`src/rtl/dpot_pkg.sv`:
```
package dpot_pkg;
  localparam int NUM_WIPERS = 2;
  localparam int ADDR_W     = 4;

  typedef enum logic [2:0] {
    ST_IDLE, ST_RX, ST_RX_ACK, ST_TX, ST_TX_ACK, ST_TX_NEXT
  } bus_st_e;

  typedef enum logic [1:0] {
    PH_CTRL, PH_CMD, PH_DATA
  } rx_ph_e;

  typedef enum logic [1:0] {
    OP_LOAD = 2'b00,
    OP_UP   = 2'b01,
    OP_DOWN = 2'b10,
    OP_READ = 2'b11
  } op_e;
endpackage

```
`src/rtl/dpot_bus_sync.sv`:
```
module dpot_bus_sync #(
  parameter int STAGES = 2
) (
  input  logic clk_i,
  input  logic rst_ni,
  input  logic scl_i,
  input  logic sda_i,
  output logic scl_o,
  output logic sda_o,
  output logic scl_rise_o,
  output logic scl_fall_o,
  output logic start_o,
  output logic stop_o
);
  logic [STAGES-1:0] scl_q, sda_q;
  logic scl_d, sda_d;

  always_ff @(posedge clk_i or negedge rst_ni) begin
    if (!rst_ni) begin
      scl_q <= '1;
      sda_q <= '1;
      scl_d <= 1'b1;
      sda_d <= 1'b1;
    end else begin
      scl_q <= {scl_q[STAGES-2:0], scl_i};
      sda_q <= {sda_q[STAGES-2:0], sda_i};
      scl_d <= scl_q[STAGES-1];
      sda_d <= sda_q[STAGES-1];
    end
  end

  assign scl_o      = scl_q[STAGES-1];
  assign sda_o      = sda_q[STAGES-1];
  assign scl_rise_o = !scl_d && scl_o;
  assign scl_fall_o = scl_d && !scl_o;
  // SDA edges count only while SCL stayed high across the sample
  assign start_o    = scl_d && scl_o && sda_d && !sda_o;
  assign stop_o     = scl_d && scl_o && !sda_d && sda_o;
endmodule

```
`src/rtl/dpot_wiper_bank.sv`:
```
module dpot_wiper_bank #(
  parameter int N      = 2,
  parameter int W      = 9,
  parameter int ADDR_W = 4,
  parameter int RST    = 128
) (
  input  logic                  clk_i,
  input  logic                  rst_ni,
  input  logic                  we_i,
  input  logic                  inc_i,
  input  logic                  dec_i,
  input  logic [ADDR_W-1:0]     addr_i,
  input  logic [W-1:0]          wdata_i,
  output logic [N-1:0][W-1:0]   wiper_o
);
  localparam logic [W-1:0] FULL = {1'b1, {(W-1){1'b0}}};
  localparam logic [W-1:0] RSTV = W'(RST);

  for (genvar g = 0; g < N; g++) begin : g_wiper
    logic sel;
    assign sel = (addr_i == ADDR_W'(g));

    always_ff @(posedge clk_i or negedge rst_ni) begin
      if (!rst_ni) begin
        wiper_o[g] <= RSTV;
      end else if (we_i && sel) begin
        wiper_o[g] <= (wdata_i > FULL) ? FULL : wdata_i;
      end else if (inc_i && sel && wiper_o[g] < FULL) begin
        wiper_o[g] <= wiper_o[g] + 1'b1;
      end else if (dec_i && sel && wiper_o[g] != '0) begin
        wiper_o[g] <= wiper_o[g] - 1'b1;
      end
    end

    p_wiper_cap_r3: assert property (@(posedge clk_i) disable iff (!rst_ni)
      wiper_o[g] <= FULL);
    p_up_step_r4: assert property (@(posedge clk_i) disable iff (!rst_ni)
      (inc_i && sel && wiper_o[g] < FULL) |=> wiper_o[g] == $past(wiper_o[g]) + 1'b1);
    p_up_hold_r4: assert property (@(posedge clk_i) disable iff (!rst_ni)
      (inc_i && sel && wiper_o[g] == FULL) |=> wiper_o[g] == FULL);
    p_down_step_r5: assert property (@(posedge clk_i) disable iff (!rst_ni)
      (dec_i && sel && wiper_o[g] != '0) |=> wiper_o[g] == $past(wiper_o[g]) - 1'b1);
    p_down_floor_r5: assert property (@(posedge clk_i) disable iff (!rst_ni)
      (dec_i && sel && wiper_o[g] == '0) |=> wiper_o[g] == '0);
  end
endmodule

```
`src/rtl/dpot_i2c_slave.sv`:
```
module dpot_i2c_slave
  import dpot_pkg::*;
#(
  parameter logic [3:0] DEV_CODE    = 4'b0101,
  parameter int         WIPER_W     = 9,
  parameter int         WIPER_RST   = 128,
  parameter int         SYNC_STAGES = 2
) (
  input  logic               clk_i,
  input  logic               rst_ni,
  input  logic               scl_i,
  input  logic               sda_i,
  input  logic [2:0]         strap_i,
  output logic               sda_oe_o,
  output logic [WIPER_W-1:0] wiper0_o,
  output logic [WIPER_W-1:0] wiper1_o
);
  localparam int IW = (NUM_WIPERS > 1) ? $clog2(NUM_WIPERS) : 1;

  logic scl_s, sda_s, scl_rise, scl_fall, bus_start, bus_stop;

  dpot_bus_sync #(.STAGES(SYNC_STAGES)) u_sync (
    .clk_i, .rst_ni, .scl_i, .sda_i,
    .scl_o(scl_s), .sda_o(sda_s),
    .scl_rise_o(scl_rise), .scl_fall_o(scl_fall),
    .start_o(bus_start), .stop_o(bus_stop)
  );

  bus_st_e           st_q;
  rx_ph_e            ph_q;
  logic [3:0]        bit_cnt_q;
  logic [7:0]        rx_sh_q, tx_sh_q;
  logic              d8_q, tx_go_q, tx_lo_q;
  logic [ADDR_W-1:0] ptr_q;

  logic [NUM_WIPERS-1:0][WIPER_W-1:0] wipers;
  logic [WIPER_W-1:0] cur_w;
  logic [7:0]         hi_byte, lo_byte, next_byte;

  logic              byte_done, ctrl_ok, addr_ok;
  logic [ADDR_W-1:0] b_addr, bank_addr;
  op_e               b_op;
  logic              we, inc, dec;

  assign byte_done = scl_fall && st_q == ST_RX && bit_cnt_q == 4'd8;
  assign b_addr    = rx_sh_q[7:4];
  assign b_op      = op_e'(rx_sh_q[3:2]);
  assign addr_ok   = b_addr < ADDR_W'(NUM_WIPERS);
  assign ctrl_ok   = rx_sh_q[7:4] == DEV_CODE && rx_sh_q[3:1] == strap_i;

  assign we  = byte_done && ph_q == PH_DATA;
  assign inc = byte_done && ph_q == PH_CMD && addr_ok && b_op == OP_UP;
  assign dec = byte_done && ph_q == PH_CMD && addr_ok && b_op == OP_DOWN;
  assign bank_addr = (ph_q == PH_DATA) ? ptr_q : b_addr;

  dpot_wiper_bank #(
    .N(NUM_WIPERS), .W(WIPER_W), .ADDR_W(ADDR_W), .RST(WIPER_RST)
  ) u_bank (
    .clk_i, .rst_ni,
    .we_i(we), .inc_i(inc), .dec_i(dec),
    .addr_i(bank_addr),
    .wdata_i(WIPER_W'({d8_q, rx_sh_q})),
    .wiper_o(wipers)
  );

  assign cur_w     = wipers[ptr_q[IW-1:0]];
  assign hi_byte   = 8'(cur_w >> 8);
  assign lo_byte   = cur_w[7:0];
  assign next_byte = tx_lo_q ? lo_byte : hi_byte;
  assign wiper0_o  = wipers[0];
  assign wiper1_o  = wipers[1];

  always_ff @(posedge clk_i or negedge rst_ni) begin
    if (!rst_ni) begin
      st_q      <= ST_IDLE;
      ph_q      <= PH_CTRL;
      bit_cnt_q <= '0;
      rx_sh_q   <= '0;
      tx_sh_q   <= '0;
      d8_q      <= 1'b0;
      tx_go_q   <= 1'b0;
      tx_lo_q   <= 1'b0;
      ptr_q     <= '0;
      sda_oe_o  <= 1'b0;
    end else if (bus_start) begin
      st_q      <= ST_RX;
      ph_q      <= PH_CTRL;
      bit_cnt_q <= '0;
      sda_oe_o  <= 1'b0;
    end else if (bus_stop) begin
      st_q     <= ST_IDLE;
      sda_oe_o <= 1'b0;
    end else begin
      case (st_q)
        ST_RX: begin
          if (scl_rise && bit_cnt_q < 4'd8) begin
            rx_sh_q   <= {rx_sh_q[6:0], sda_s};
            bit_cnt_q <= bit_cnt_q + 1'b1;
          end else if (byte_done) begin
            bit_cnt_q <= '0;
            tx_go_q   <= 1'b0;
            case (ph_q)
              PH_CTRL: begin
                if (ctrl_ok) begin
                  sda_oe_o <= 1'b1;
                  tx_go_q  <= rx_sh_q[0];
                  ph_q     <= PH_CMD;
                  st_q     <= ST_RX_ACK;
                end else begin
                  st_q <= ST_IDLE;
                end
              end
              PH_CMD: begin
                if (addr_ok) begin
                  sda_oe_o <= 1'b1;
                  ptr_q    <= b_addr;
                  d8_q     <= rx_sh_q[0];
                  ph_q     <= (b_op == OP_LOAD) ? PH_DATA : PH_CMD;
                  st_q     <= ST_RX_ACK;
                end else begin
                  st_q <= ST_IDLE;
                end
              end
              PH_DATA: begin
                sda_oe_o <= 1'b1;
                ph_q     <= PH_CMD;
                st_q     <= ST_RX_ACK;
              end
              default: st_q <= ST_IDLE;
            endcase
          end
        end
        ST_RX_ACK: begin
          if (scl_fall) begin
            bit_cnt_q <= '0;
            if (tx_go_q) begin
              tx_sh_q  <= hi_byte;
              sda_oe_o <= !hi_byte[7];
              tx_lo_q  <= 1'b1;
              st_q     <= ST_TX;
            end else begin
              sda_oe_o <= 1'b0;
              st_q     <= ST_RX;
            end
          end
        end
        ST_TX: begin
          if (scl_fall) begin
            if (bit_cnt_q == 4'd7) begin
              sda_oe_o <= 1'b0;
              st_q     <= ST_TX_ACK;
            end else begin
              tx_sh_q   <= {tx_sh_q[6:0], 1'b0};
              sda_oe_o  <= !tx_sh_q[6];
              bit_cnt_q <= bit_cnt_q + 1'b1;
            end
          end
        end
        ST_TX_ACK: begin
          if (scl_rise) st_q <= sda_s ? ST_IDLE : ST_TX_NEXT;
        end
        ST_TX_NEXT: begin
          if (scl_fall) begin
            tx_sh_q   <= next_byte;
            sda_oe_o  <= !next_byte[7];
            tx_lo_q   <= !tx_lo_q;
            bit_cnt_q <= '0;
            st_q      <= ST_TX;
          end
        end
        default: st_q <= ST_IDLE;
      endcase
    end
  end

  p_sda_low_phase_r9: assert property (@(posedge clk_i) disable iff (!rst_ni)
    !$stable(sda_oe_o) |-> !scl_s);
  p_ctrl_reject_r1: assert property (@(posedge clk_i) disable iff (!rst_ni)
    (byte_done && ph_q == PH_CTRL && !ctrl_ok && !bus_start) |=> (!sda_oe_o && st_q == ST_IDLE));
  p_cmd_reject_r2: assert property (@(posedge clk_i) disable iff (!rst_ni)
    (byte_done && ph_q == PH_CMD && !addr_ok && !bus_start) |=> (!sda_oe_o && st_q == ST_IDLE));
  p_one_action_r2: assert property (@(posedge clk_i) disable iff (!rst_ni)
    $onehot0({u_bank.we_i, u_bank.inc_i, u_bank.dec_i}));
  p_host_nack_r7: assert property (@(posedge clk_i) disable iff (!rst_ni)
    (st_q == ST_TX_ACK && scl_rise && sda_s && !bus_start && !bus_stop) |=> (st_q == ST_IDLE && !sda_oe_o));
  p_ptr_hold_r8: assert property (@(posedge clk_i) disable iff (!rst_ni)
    !(byte_done && ph_q == PH_CMD && addr_ok) |=> $stable(ptr_q));
endmodule

```
`config.mk`:
```
export PLATFORM = sky130hd
export DESIGN_NAME = dpot_i2c_slave
export DESIGN_NICKNAME = d
export VERILOG_FILES = /design/src/rtl/dpot_pkg.sv /design/src/rtl/dpot_bus_sync.sv /design/src/rtl/dpot_wiper_bank.sv /design/src/rtl/dpot_i2c_slave.sv
export SDC_FILE = /design/constraint.sdc
export NUM_CORES = 1
export LEC_CHECK = 0
export ABC_AREA = 1
export CELL_PAD_IN_SITES_DETAIL_PLACEMENT = 1
export CELL_PAD_IN_SITES_GLOBAL_PLACEMENT = 1
export CORE_UTILIZATION = 44
export DETAILED_ROUTE_END_ITERATION = 8
export PLACE_DENSITY = 0.82
export SLEW_MARGIN = 5
export SYNTH_ARGS = -nofsm -noshare
export SYNTH_HDL_FRONTEND = slang
export SYNTH_SLANG_ARGS = --single-unit
```
`constraint.sdc`:
```
create_clock -name clk_i -period 2.7 [get_ports clk_i]
set_input_delay 0.405 -clock clk_i [delete_from_list [all_inputs] [get_ports clk_i]]
set_output_delay 0.405 -clock clk_i [all_outputs]
set_load 0.02 [all_outputs]
```
==> results by stage <==
Critical path:
- The worst setup path is captured at a flop.
- The worst-case register-to-register setup slack is -30 ps.
- Of all nets on the critical path, the largest fanout is 6.
- Counting cells, the worst reg-to-reg path comes to 14.
- The critical path class is reg -> reg.
- The endpoint identified for the worst register-to-register timing path is u_bank.wiper_o[7].
- For the worst setup path, the data arrival time is 2980 ps.
- The worst register-to-register path begins at bit_cnt_q[1].
- STA classifies the critical path startpoint as a flop.
- For the worst setup path, the data required time is 2950 ps.

Final layout:
- In the layout the commonest cells are nand2_1, inv_1, nor2_1.
- The net count of the finished layout is 668.
- The share of cells above drive strength 1 is 0.201.
- The commonest non-fill, non-tap cell in the layout is nand2_1.
- Relative to the synthesized area, the layout overhead comes to 22.4%.
- The multi-input logic area is 2690 um2.
- Across the whole layout, storage elements account for 1410 um2.
- The number of fillers in the final layout is 1,163.
- At the end of the flow the core is filled with cells to 0.558.
- The cell area after layout is 5150 um2.
- The count of non-filler cells in the finished layout is 771.
- The count of inserted antenna diode cells is 0.

Global routing:
- The first global-routing pass estimated 21,800 um of wire.
- The overflow left after global routing is 0.
- Entering global routing, the biggest net connects 30 pins.
- The number of antenna violations at the first check in global routing is 0.
- The global router's overall resource usage is 0.277.
- The number of global-route vias before repair is 4,462.

STA:
- The final worst-path cycle share is 1.01.
- The worst pin sits at a relative slew slack of 0.527.
- The accumulated negative setup slack is -99.1 ps.
- Setup repair after global routing could not meet its margin everywhere.
- Clock skew on the completed layout was measured at 11.1 ps.
- The number of hold violations in the final report is 0.
- At the pin with the least slew margin, the transition time is 709 ps.
- The max-slew violation total from the final report is 0.
- Setup slack on the critical path of the routed design comes to -32.0 ps.
- Setup violations remaining at the end of the flow were counted as 4.
- After layout, the minimum clock period comes to 2730 ps.
- The fmax is 366 MHz.

Routing:
- The final routed wirelength across all metal layers is 14,900 um.
- After detailed routing, the average wire length per cell comes to 19.3 um.
- In the routed layout, each cell is associated on average with a via count of 5.77.
- The DRC violations left is 0.
- The length of the first detailed-routing pass in iterations is 4.
- The first-iteration detailed-routing DRC count is 265.
- The detail route stage leaves a number of antenna-violating nets equal to 0.
- The via count is 4,446.

Floorplan:
- The floorplan row count is 35.
- Measured along the y axis, the die boundary spans 99.8 um.
- The core region is 9240 um2.
- The x dimension of the die is 99.8 um.
- For this configuration, the core starts out at a cell density of 0.456.
- 26 I/O pins were placed.
- The floorplan die area is 9960 um2.

Synthesis:
- Yosys attributes the largest share of cell area to dfrtp_1, nand2_1, nand3_1.
- Of the synthesized area, sequential elements account for 0.335.
- The share of synthesized area in the top cell type comes to 0.285.
- The dominant cell type by area after synthesis is dfrtp_1.
- The fraction of registers with async set/reset is 1.00.
- The synthesized netlist occupies a cell area of 4210 um2.
- After synthesis, the mean cell area works out to 7.13 um2.
- Synthesis inferred 56 register bits.
- Synthesis produced 590 cells.
- When the netlist entered floorplanning its net count stood at 617.
- The Yosys step of the flow raised 0 warnings.
- The number of synthesized flops with an enable pin is 0.
- The number of distinct library cells after synthesis is 41.
- The leading register cell type out of synthesis is dfrtp_1.

Placed design:
- The count of placed standard cells including taps is 744.
- At the placement stage, the worst setup path has a slack of -63.0 ps.
- The placer's final routability congestion estimate is 0.912.
- The instance area at placement is 4630 um2.
- The wire-length estimate of the detail-placed layout is 9990 um.
- The number of buffer cells added on primary ports is 25.

CTS:
- The quantity of hold-fixing buffers added after cts is 0.
- The library cell used as clock root buffer is clkbuf_8.
- At the later pin of the worst-skew pair, clock insertion delay measures 310 ps.
- The number of sinks driven by the clock tree is 56.
- The H-tree was split into 2 levels.
- The TritonCTS clock tree is yes.
- The clock-pin slew on the worst setup and hold paths is 110 ps.
- The number of clock buffers added by TritonCTS is 5.
- The largest buffer count on any clock path is 2.

Outcome:
- The final reports fail on setup timing.
- The flow ran to the end, but the final reports show violations.

Power:
- The power density over the cells is 452 nW/um2.
- The worst vdd rail ir drop is 383 uV.
- The static leakage power is 0.00249 uW.

Flow run:
- The count of max-cap constraint violations is 0.

Min path:
- The min-delay analysis places its worst path in the category in -> async.
-- metrics by stage --
step / total power, uW / hold WS (ps)
after CTS: 2310 / 145
after global placement: 1710 / 348
final: 2330 / 126
after floorplan: 1490 / 109
after detailed placement: 1740 / 347
after global routing: 2470 / 180
-- synth_stat cells (10+ instances only) --
master / instances
a21oi_1: 21
dfrtp_1: 48
ha_1: 18
inv_1: 73
inv_2: 10
nand2_1: 154
nand2_2: 11
nand3_1: 57
nand4_1: 23
nor2_1: 53
o21ai_0: 24
o21ai_1: 14
-- worst max path at each step --
| stage | start | endpoint |
|---|---|---|
| finish | bit_cnt_q[1] | u_bank.wiper_o[7] |
| global route | bit_cnt_q[1] | u_bank.wiper_o[7] |
| CTS | rx_sh_q[7] | u_bank.wiper_o[3] |
| detailed placement | rx_sh_q[7] | u_bank.wiper_o[16] |
| global placement | bit_cnt_q[0] | u_bank.wiper_o[5] |
| floorplan | bit_cnt_q[0] | u_bank.wiper_o[12] |
-- state kept, by name (all words and copies together) (netlist names) --
register        cells
u_bank.wiper_o     18
rx_sh_q             8
tx_sh_q             7
bit_cnt_q           4
ptr_q               4
st_q                3
ph_q                2
u_sync.scl_q        2
u_sync.sda_q        2
d8_q                1
sda_oe_o            1
tx_go_q             1
tx_lo_q             1
u_sync.scl_d        1
u_sync.sda_d        1
-- critical path, cell delays in order (launching register included) --
cell      delay, ps
dfrtp_1         430
inv_1            70
ha_2            160
nand3_2          90
nor2_4          160
nand3_4         120
nor2_8          200
nand3_4         220
ha_1            430
nand2_1         130
nand2_1         100
a31oi_1         250
nand3b_1        130
nand3_1         110
nand3_1          70
-- power by group --
group | switching (uW) | internal [uW]
logic | 481 | 254
registers | 102 | 923
clock network | 295 | 276
total | 878 | 1450
-- cell type report --
type / instances / share of cell area
Multi-Input combinational cell: 443 / 0.522
Tap cell: 129 / 0.0313
Clock buffer: 6 / 0.0141
Clock inverter: 2 / 0.00680
Timing Repair Buffer: 52 / 0.0908
Sequential cell: 56 / 0.274
Inverter: 83 / 0.0605
-- cell families after synthesis --
logic type	count (synthesis)	share of synthesized area
muxes	1	0.00238
and+or+nand+nor	332	0.380
DFF	56	0.335
buffers and inverters	93	0.0913
adders and majority gates	20	0.0630
xor gates and xnor gates	10	0.0208
AOI/OAI and AO/OA	78	0.107
-- what timing repair did --
item | in CTS | in global routing
cloned | 1 | 1
gates resized for setup | 4 | 47
pin swaps | 0 | 22
setup buffers | 6 | 11
endpoints found under the setup margin | 6 | 11
-- routing by layer --
layer	part of all wire	wire, um	GRT usage	vias to the layer above
li1	-	-	-	2033
met1	0.40	5970	0.345	2199
met2	0.51	7650	0.494	170
met3	0.044	648	0.0362	44
met4	0.041	615	0.0928	0
met5	0	0	0	-
(Power assumes the default switching activity.)
